[config.mk]
export PLATFORM = sky130hd
export DESIGN_NAME = irq_redirect_ctrl
export DESIGN_NICKNAME = d
export VERILOG_FILES = /design/src/rtl/irc_pkg.sv /design/src/rtl/irc_regfile.sv /design/src/rtl/irc_pin.sv /design/src/rtl/irc_msg_out.sv /design/src/rtl/irq_redirect_ctrl.sv
export SDC_FILE = /design/constraint.sdc
export NUM_CORES = 1
export LEC_CHECK = 0
export BUFFER_PORTS_ARGS = -buffer_cell sky130_fd_sc_hd__buf_4
export CAP_MARGIN = 25
export CORE_ASPECT_RATIO = 0.7
export CORE_MARGIN = 2
export CORE_UTILIZATION = 45
export CTS_CLUSTER_DIAMETER = 80
export CTS_CLUSTER_SIZE = 24
export DETAILED_ROUTE_END_ITERATION = 6
export GPL_TIMING_DRIVEN = 0
export PLACE_DENSITY = 0.65
export SYNTH_ARGS = -nofsm -noshare
export SYNTH_HDL_FRONTEND = slang
export SYNTH_HIERARCHICAL = 1
export SYNTH_SLANG_ARGS = --single-unit
[constraint.sdc]
create_clock -name clk -period 4.5 [get_ports clk]
set_input_delay 0.45 -clock clk [delete_from_list [all_inputs] [get_ports clk]]
set_output_delay 0.45 -clock clk [all_outputs]
set_load 0.02 [all_outputs]
[src/rtl/irc_pkg.sv]
package irc_pkg;
  localparam int unsigned OFS_INDEX = 'h00;
  localparam int unsigned OFS_DATA  = 'h10;
  localparam int unsigned REG_ID    = 'h00;
  localparam int unsigned REG_VER   = 'h01;
  localparam int unsigned REG_ARB   = 'h02;
  localparam int unsigned REG_TBL   = 'h10;
  localparam logic [31:0] MSI_BASE  = 32'hFEE0_0000;
  localparam logic [2:0]  DM_LOPRI  = 3'd1;

  typedef struct packed {
    logic       mask;
    logic       trig;
    logic       pol;
    logic       dstmod;
    logic [2:0] dmode;
    logic [7:0] vec;
    logic [7:0] dest;
  } irc_entry_t;

  localparam irc_entry_t ENTRY_RST = '{mask: 1'b1, default: '0};
endpackage

[src/rtl/irc_regfile.sv]
module irc_regfile
  import irc_pkg::*;
#(
  parameter int unsigned NUM_PINS = 8,
  parameter int unsigned IDX_W    = 8,
  parameter int unsigned ADDR_W   = 5,
  parameter logic [7:0]  VERSION  = 8'h20
) (
  input  logic                            clk,
  input  logic                            rst,
  input  logic                            cfg_we,
  input  logic                            cfg_re,
  input  logic [ADDR_W-1:0]               cfg_addr,
  input  logic [31:0]                     cfg_wdata,
  output logic [31:0]                     cfg_rdata,
  input  logic [NUM_PINS-1:0]             pend,
  input  logic [NUM_PINS-1:0]             irr,
  output irc_entry_t [NUM_PINS-1:0]       ent
);
  localparam int unsigned PIN_W = (NUM_PINS > 1) ? $clog2(NUM_PINS) : 1;

  logic [IDX_W-1:0] idx_q;
  logic [3:0]       id_q;
  logic             sel_index, sel_data;
  logic [IDX_W-1:0] rel;
  logic [IDX_W-2:0] tbl_pin;
  logic             tbl_hi, tbl_hit;
  logic [PIN_W-1:0] rd_pin;
  logic [31:0]      rd_val;

  assign sel_index = (cfg_addr == ADDR_W'(OFS_INDEX));
  assign sel_data  = (cfg_addr == ADDR_W'(OFS_DATA));
  assign rel       = idx_q - IDX_W'(REG_TBL);
  assign tbl_pin   = rel[IDX_W-1:1];
  assign tbl_hi    = rel[0];
  assign tbl_hit   = (idx_q >= IDX_W'(REG_TBL)) && (tbl_pin < (IDX_W-1)'(NUM_PINS));
  assign rd_pin    = tbl_pin[PIN_W-1:0];

  always_ff @(posedge clk) begin
    if (rst) begin
      idx_q <= '0;
      id_q  <= '0;
    end else if (cfg_we) begin
      if (sel_index) idx_q <= cfg_wdata[IDX_W-1:0];
      if (sel_data && idx_q == IDX_W'(REG_ID)) id_q <= cfg_wdata[27:24];
    end
  end

  for (genvar p = 0; p < NUM_PINS; p++) begin : g_entry
    logic wr_lo, wr_hi;
    assign wr_lo = cfg_we && sel_data && tbl_hit && (tbl_pin == (IDX_W-1)'(p)) && !tbl_hi;
    assign wr_hi = cfg_we && sel_data && tbl_hit && (tbl_pin == (IDX_W-1)'(p)) && tbl_hi;
    always_ff @(posedge clk) begin
      if (rst) begin
        ent[p] <= ENTRY_RST;
      end else if (wr_lo) begin
        ent[p].vec    <= cfg_wdata[7:0];
        ent[p].dmode  <= cfg_wdata[10:8];
        ent[p].dstmod <= cfg_wdata[11];
        ent[p].pol    <= cfg_wdata[13];
        ent[p].trig   <= cfg_wdata[15];
        ent[p].mask   <= cfg_wdata[16];
      end else if (wr_hi) begin
        ent[p].dest   <= cfg_wdata[31:24];
      end
    end
  end

  always_comb begin
    rd_val = '0;
    if (sel_index) begin
      rd_val = 32'(idx_q);
    end else if (sel_data) begin
      if (idx_q == IDX_W'(REG_ID) || idx_q == IDX_W'(REG_ARB)) begin
        rd_val = {4'b0, id_q, 24'b0};
      end else if (idx_q == IDX_W'(REG_VER)) begin
        rd_val = {8'b0, 8'(NUM_PINS - 1), 8'b0, VERSION};
      end else if (tbl_hit) begin
        if (tbl_hi) begin
          rd_val = {ent[rd_pin].dest, 24'b0};
        end else begin
          rd_val = {15'b0, ent[rd_pin].mask, ent[rd_pin].trig, irr[rd_pin],
                    ent[rd_pin].pol, pend[rd_pin], ent[rd_pin].dstmod,
                    ent[rd_pin].dmode, ent[rd_pin].vec};
        end
      end
    end
  end

  always_ff @(posedge clk) begin
    if (rst)         cfg_rdata <= '0;
    else if (cfg_re) cfg_rdata <= rd_val;
  end
endmodule

[src/rtl/irc_pin.sv]
module irc_pin
  import irc_pkg::*;
(
  input  logic       clk,
  input  logic       rst,
  input  logic       pin_in,
  input  irc_entry_t ent,
  input  logic       take,
  input  logic       eoi_hit,
  output logic       pend,
  output logic       irr
);
  logic sensed, sensed_q, set_req;

  assign sensed  = pin_in ^ ent.pol;
  assign set_req = !ent.mask &&
                   (ent.trig ? (sensed && !irr && !take) : (sensed && !sensed_q));

  always_ff @(posedge clk) begin
    if (rst) begin
      sensed_q <= 1'b0;
      pend     <= 1'b0;
      irr      <= 1'b0;
    end else begin
      sensed_q <= sensed;
      pend     <= (pend && !take) || set_req;
      if (take && ent.trig) irr <= 1'b1;
      else if (eoi_hit)     irr <= 1'b0;
    end
  end
endmodule

[src/rtl/irc_msg_out.sv]
module irc_msg_out
  import irc_pkg::*;
#(
  parameter int unsigned NUM_PINS = 8
) (
  input  logic                      clk,
  input  logic                      rst,
  input  logic [NUM_PINS-1:0]       req,
  input  irc_entry_t [NUM_PINS-1:0] ent,
  input  logic                      msg_ready,
  output logic                      msg_valid,
  output logic [31:0]               msg_addr,
  output logic [31:0]               msg_data,
  output logic [NUM_PINS-1:0]       take
);
  localparam int unsigned PIN_W = (NUM_PINS > 1) ? $clog2(NUM_PINS) : 1;

  logic [PIN_W-1:0] cand, sel_q;
  logic             cand_any;
  irc_entry_t       ce;

  always_comb begin
    cand     = '0;
    cand_any = 1'b0;
    for (int i = NUM_PINS - 1; i >= 0; i--) begin
      if (req[i]) begin
        cand     = PIN_W'(i);
        cand_any = 1'b1;
      end
    end
  end

  assign ce = ent[cand];

  always_ff @(posedge clk) begin
    if (rst) begin
      msg_valid <= 1'b0;
      msg_addr  <= '0;
      msg_data  <= '0;
      sel_q     <= '0;
    end else if (!msg_valid) begin
      if (cand_any) begin
        msg_valid <= 1'b1;
        sel_q     <= cand;
        msg_addr  <= MSI_BASE | {12'b0, ce.dest, 8'b0, (ce.dmode == DM_LOPRI), ce.dstmod, 2'b0};
        msg_data  <= {16'b0, ce.trig, 1'b1, 3'b0, ce.dmode, ce.vec};
      end
    end else if (msg_ready) begin
      msg_valid <= 1'b0;
    end
  end

  for (genvar i = 0; i < NUM_PINS; i++) begin : g_take
    assign take[i] = msg_valid && msg_ready && (sel_q == PIN_W'(i));
  end
endmodule

[src/rtl/irq_redirect_ctrl.sv]
module irq_redirect_ctrl
  import irc_pkg::*;
#(
  parameter int unsigned NUM_PINS = 8,
  parameter int unsigned IDX_W    = 8,
  parameter int unsigned ADDR_W   = 5,
  parameter logic [7:0]  VERSION  = 8'h20
) (
  input  logic                clk,
  input  logic                rst,
  input  logic                cfg_we,
  input  logic                cfg_re,
  input  logic [ADDR_W-1:0]   cfg_addr,
  input  logic [31:0]         cfg_wdata,
  output logic [31:0]         cfg_rdata,
  input  logic [NUM_PINS-1:0] irq_in,
  output logic                msg_valid,
  input  logic                msg_ready,
  output logic [31:0]         msg_addr,
  output logic [31:0]         msg_data,
  input  logic                eoi_valid,
  input  logic [7:0]          eoi_vector
);
  irc_entry_t [NUM_PINS-1:0] ent;
  logic [NUM_PINS-1:0] pend, irr, take, req;

  irc_regfile #(
    .NUM_PINS(NUM_PINS), .IDX_W(IDX_W), .ADDR_W(ADDR_W), .VERSION(VERSION)
  ) u_regs (
    .clk(clk), .rst(rst), .cfg_we(cfg_we), .cfg_re(cfg_re), .cfg_addr(cfg_addr),
    .cfg_wdata(cfg_wdata), .cfg_rdata(cfg_rdata), .pend(pend), .irr(irr), .ent(ent)
  );

  for (genvar p = 0; p < NUM_PINS; p++) begin : g_pin
    irc_pin u_pin (
      .clk(clk), .rst(rst), .pin_in(irq_in[p]), .ent(ent[p]), .take(take[p]),
      .eoi_hit(eoi_valid && (eoi_vector == ent[p].vec)),
      .pend(pend[p]), .irr(irr[p])
    );
    assign req[p] = pend[p] && !ent[p].mask;
  end

  irc_msg_out #(.NUM_PINS(NUM_PINS)) u_out (
    .clk(clk), .rst(rst), .req(req), .ent(ent), .msg_ready(msg_ready),
    .msg_valid(msg_valid), .msg_addr(msg_addr), .msg_data(msg_data), .take(take)
  );
endmodule

==> impl_metrics.json <==
{
  "status": "complete, no violations",
  "io_buffers": 78,
  "regToRegSetupSlack_ns": 0.88,
  "async_flop_share_pct": 0,
  "setup_viol": 0,
  "p_int_w": 0.00318,
  "cp_slowest_cell": "buf_1",
  "placedCellCount": 1974,
  "start_kind": "flip-flop",
  "utilization_pct": 51.4,
  "die_w_um": 218,
  "grt_busiest_layer": "met1",
  "core_area_mm2": 0.0313,
  "avgSynthCellArea_um2": 9.98,
  "htree_levels": 1,
  "critPathArrivalTime_ns": 4.01,
  "maxCapViolations": 0,
  "fin_crit_sh_pct": 80.5,
  "syn2layout_area_growth_pct": 11.9,
  "cts_resized": 0,
  "switching_share_pct": 25.3,
  "yosysWarnings": 6,
  "fin_cells": 1999,
  "cts_tree": "yes",
  "drc_errors": 0,
  "slew_headroom_pct": 21.6,
  "hold_viol_final": 0,
  "reg2reg_to": "u_regs/cfg_rdata[4]",
  "ys_ff_latch": 273,
  "synth-edff-count": 0,
  "ios": 156,
  "clockRootBuffer": "clkbuf_16",
  "worstReg2RegStart": "u_regs/idx_q[1]",
  "peakVddDrop_uv": 223,
  "std_cell_rows": 54,
  "grt-ovfl-total": 0,
  "antenna_found_initial": 2,
  "clkPwrFrac_pct": 36.1,
  "dp_hpwl_um": 37200,
  "fillers": 2863,
  "vias": 12000,
  "synthCells": 1441,
  "grt_max_degree": 35,
  "synth.distinct_cells": 59,
  "critical_path_class": "flip-flop to flip-flop",
  "numCtsBuffers": 15,
  "synth_seq_area_share_pct": 38.0,
  "power.density_mw_per_mm2": 265,
  "grt_pass1_vias": 11000,
  "routedWlPerCell_um": 25.8,
  "fin_skew_ns": 0.0378,
  "power.leakage_nw": 5.95,
  "clock.fmax_mhz": 276,
  "hold_depth": 2,
  "min_to": "u_out/msg_valid",
  "first_pass_iters": 6,
  "path_cells": "buf_6 > clkbuf_1 > buf_1 > buf_2 > mux2i_1 > o22ai_1",
  "place_congestion": 0.960,
  "finalNetCount": 1637,
  "min_period_ns": 3.62,
  "initial_utilization_pct": 46.0,
  "antenna_left": 0,
  "hp-class": "input port to flip-flop",
  "max_stage_delay_ns": 0.93,
  "syn_area_mm2": 0.0144,
  "worstSetupEndpointType": "flip-flop",
  "grt_use_met3_pct": 9.34,
  "finalSetupTns_ns": 0,
  "rsz0062_at_grt": "no",
  "met2_usage_pct": 40.6,
  "cts.clk_slew.worst_paths_ns": 0.11,
  "drt_iter0_markers": 1459,
  "grtUsageMet1_pct": 45.0,
  "via_per_inst": 6.00,
  "grt_pass1_wl_um": 73900,
  "power_switching_w": 0.00108,
  "worst_pin_slew_ns": 1.18,
  "synth_flop_cell": "dfxtp_1",
  "die_y_um": 154,
  "post-cts-setup-buffers": 0,
  "p_comb_share_pct": 7.0,
  "routed_wl_um": 51500,
  "reg2reg_depth": 6,
  "hp-start": "msg_ready",
  "p_seq_share_pct": 56.9,
  "cp_max_fo": 10,
  "cts_max_path_buffers": 3,
  "drive_above_1_share_pct": 19.7,
  "clock_sinks": 273,
  "cp_data_required_time_ns": 4.89,
  "die-area_mm2": 0.0334,
  "insertion_delay_ns": 0.53,
  "maxSlewViolCount": 0,
  "grt_usage_pct": 29.9,
  "ctsHoldBuffers": 0
}
-- worst max-delay path by stage --
stage,from,end,slack (ns),cells after the start
2_1_floorplan,u_regs/idx_q[4],u_regs/ent[160],2.10,9
3_3_place_gp,u_regs/idx_q[1],u_regs/cfg_rdata[6],0.90,6
3_5_place_dp,u_regs/idx_q[1],u_regs/cfg_rdata[6],0.93,6
4_1_cts,u_regs/idx_q[1],u_regs/cfg_rdata[6],0.89,6
5_1_grt,u_regs/idx_q[4],u_regs/ent[113],0.91,8
6_report,u_regs/idx_q[1],u_regs/cfg_rdata[4],0.88,6
-- flip-flops by register name, summed over array words and instances (netlist names) --
name,cells
g_pin.u_pin/irr,8
g_pin.u_pin/pend,8
g_pin.u_pin/sensed_q,8
u_out/msg_addr,10
u_out/msg_data,13
u_out/msg_valid,1
u_out/sel_q,3
u_regs/cfg_rdata,26
u_regs/ent,184
u_regs/id_q,4
u_regs/idx_q,8
-- kinds of logic after synthesis --
family                     synth area share [%]
buffers and inverters                      6.81
and+or+nand+nor                            15.4
DFF                                        38.0
xor gates and xnor gates                   4.39
AOI/OAI and AO/OA                          7.37
adders and majority gates                 0.261
muxes                                      27.8
other                                    0.0522
-- power groups by stage --
stage	clock, W	sequential, W	combinational (W)
6_report	0.00154	0.00242	0.000298
5_1_grt	0.00164	0.00242	0.000310
4_1_cts	0.00156	0.00242	0.000288
3_5_place_dp	0	0.00248	0.000287
3_3_place_gp	0	0.00248	0.000286
2_1_floorplan	0	0.00248	0.000185
-- critical path: cells and delay by family (launching register included) --
kind | cells | cell delay (ns)
compound gates | 1 | 0.18
buf+inv | 4 | 2.23
flops | 1 | 0.34
mux | 1 | 0.71
-- layout make-up --
type | instances | area (µm²) | share of cell area (%)
multi-input cells | 1035 | 8060 | 50.1
flip-flops and latches | 273 | 5470 | 34.0
plain buffers | 162 | 960 | 5.97
repair buffers | 83 | 622 | 3.87
well taps | 420 | 526 | 3.27
clock buffers | 16 | 379 | 2.36
clock inverters | 4 | 52.6 | 0.327
inverters | 5 | 18.8 | 0.117
diodes | 1 | 2.50 | 0.0156
-- cells in the final DEF, fill, tap and decap left out, types with 9 or more instances in the layout --
cell type / count
a21oi_1: 55
a221oi_1: 19
buf_1: 11
buf_2: 21
buf_4: 132
buf_6: 18
clkbuf_1: 62
clkbuf_16: 15
conb_1: 36
dfxtp_1: 273
mux2i_1: 231
mux4_2: 73
nand2_1: 100
nand3_1: 24
nand4_1: 11
nor2_1: 243
nor2b_1: 15
nor3_2: 11
o22ai_1: 26
o32ai_1: 9
xnor2_1: 72
-- synthesized netlist by cell type (3+ instances only) --
library cell | number | share of area (%)
and3_1 | 8 | 0.35
nand3_1 | 24 | 0.84
o41ai_2 | 8 | 0.91
buf_6 | 17 | 1.3
clkbuf_1 | 61 | 1.6
mux4_2 | 73 | 11
nor2_1 | 243 | 6.3
buf_4 | 53 | 2.8
nand2b_1 | 8 | 0.35
a21oi_1 | 55 | 1.9
mux2i_1 | 231 | 16
nor4_2 | 3 | 0.26
nor3_4 | 7 | 0.79
nor3_2 | 11 | 0.77
o32ai_1 | 9 | 0.55
nand3b_1 | 4 | 0.21
mux2_2 | 3 | 0.23
nor2b_1 | 15 | 0.65
o22ai_1 | 26 | 1.1
xnor2_1 | 72 | 4.4
buf_2 | 20 | 0.70
or3_1 | 6 | 0.26
buf_1 | 11 | 0.29
ha_1 | 3 | 0.26
nand4_1 | 11 | 0.48
or2b_1 | 8 | 0.42
o21ai_0 | 7 | 0.24
a211oi_1 | 5 | 0.26
a221oi_1 | 19 | 1.2
nand2_1 | 100 | 2.6
nor3_1 | 8 | 0.28
dfxtp_1 | 273 | 38
a31oi_1 | 4 | 0.17
-- per-layer routing --
metal / vias up / share of wire, %
met4: 0 / 3.2
met2: 779 / 40
li1: 5263 / -
met3: 112 / 15
met5: - / 0
met1: 5831 / 42
-- through the flow --
stage | worst slack [ns] | hold WS, ns | power, W | area [µm²]
after floorplan | 2.10 | 0.435 | 0.00266 | 14500
after global placement | 0.900 | 0.441 | 0.00276 | 15600
after detailed placement | 0.926 | 0.452 | 0.00276 | 15600
after CTS | 0.885 | 0.111 | 0.00427 | 16100
after global routing | 0.914 | 0.136 | 0.00437 | 16100
final | 0.879 | 0.115 | 0.00426 | 16100
Note: power is estimated with default switching activity, not from simulation.
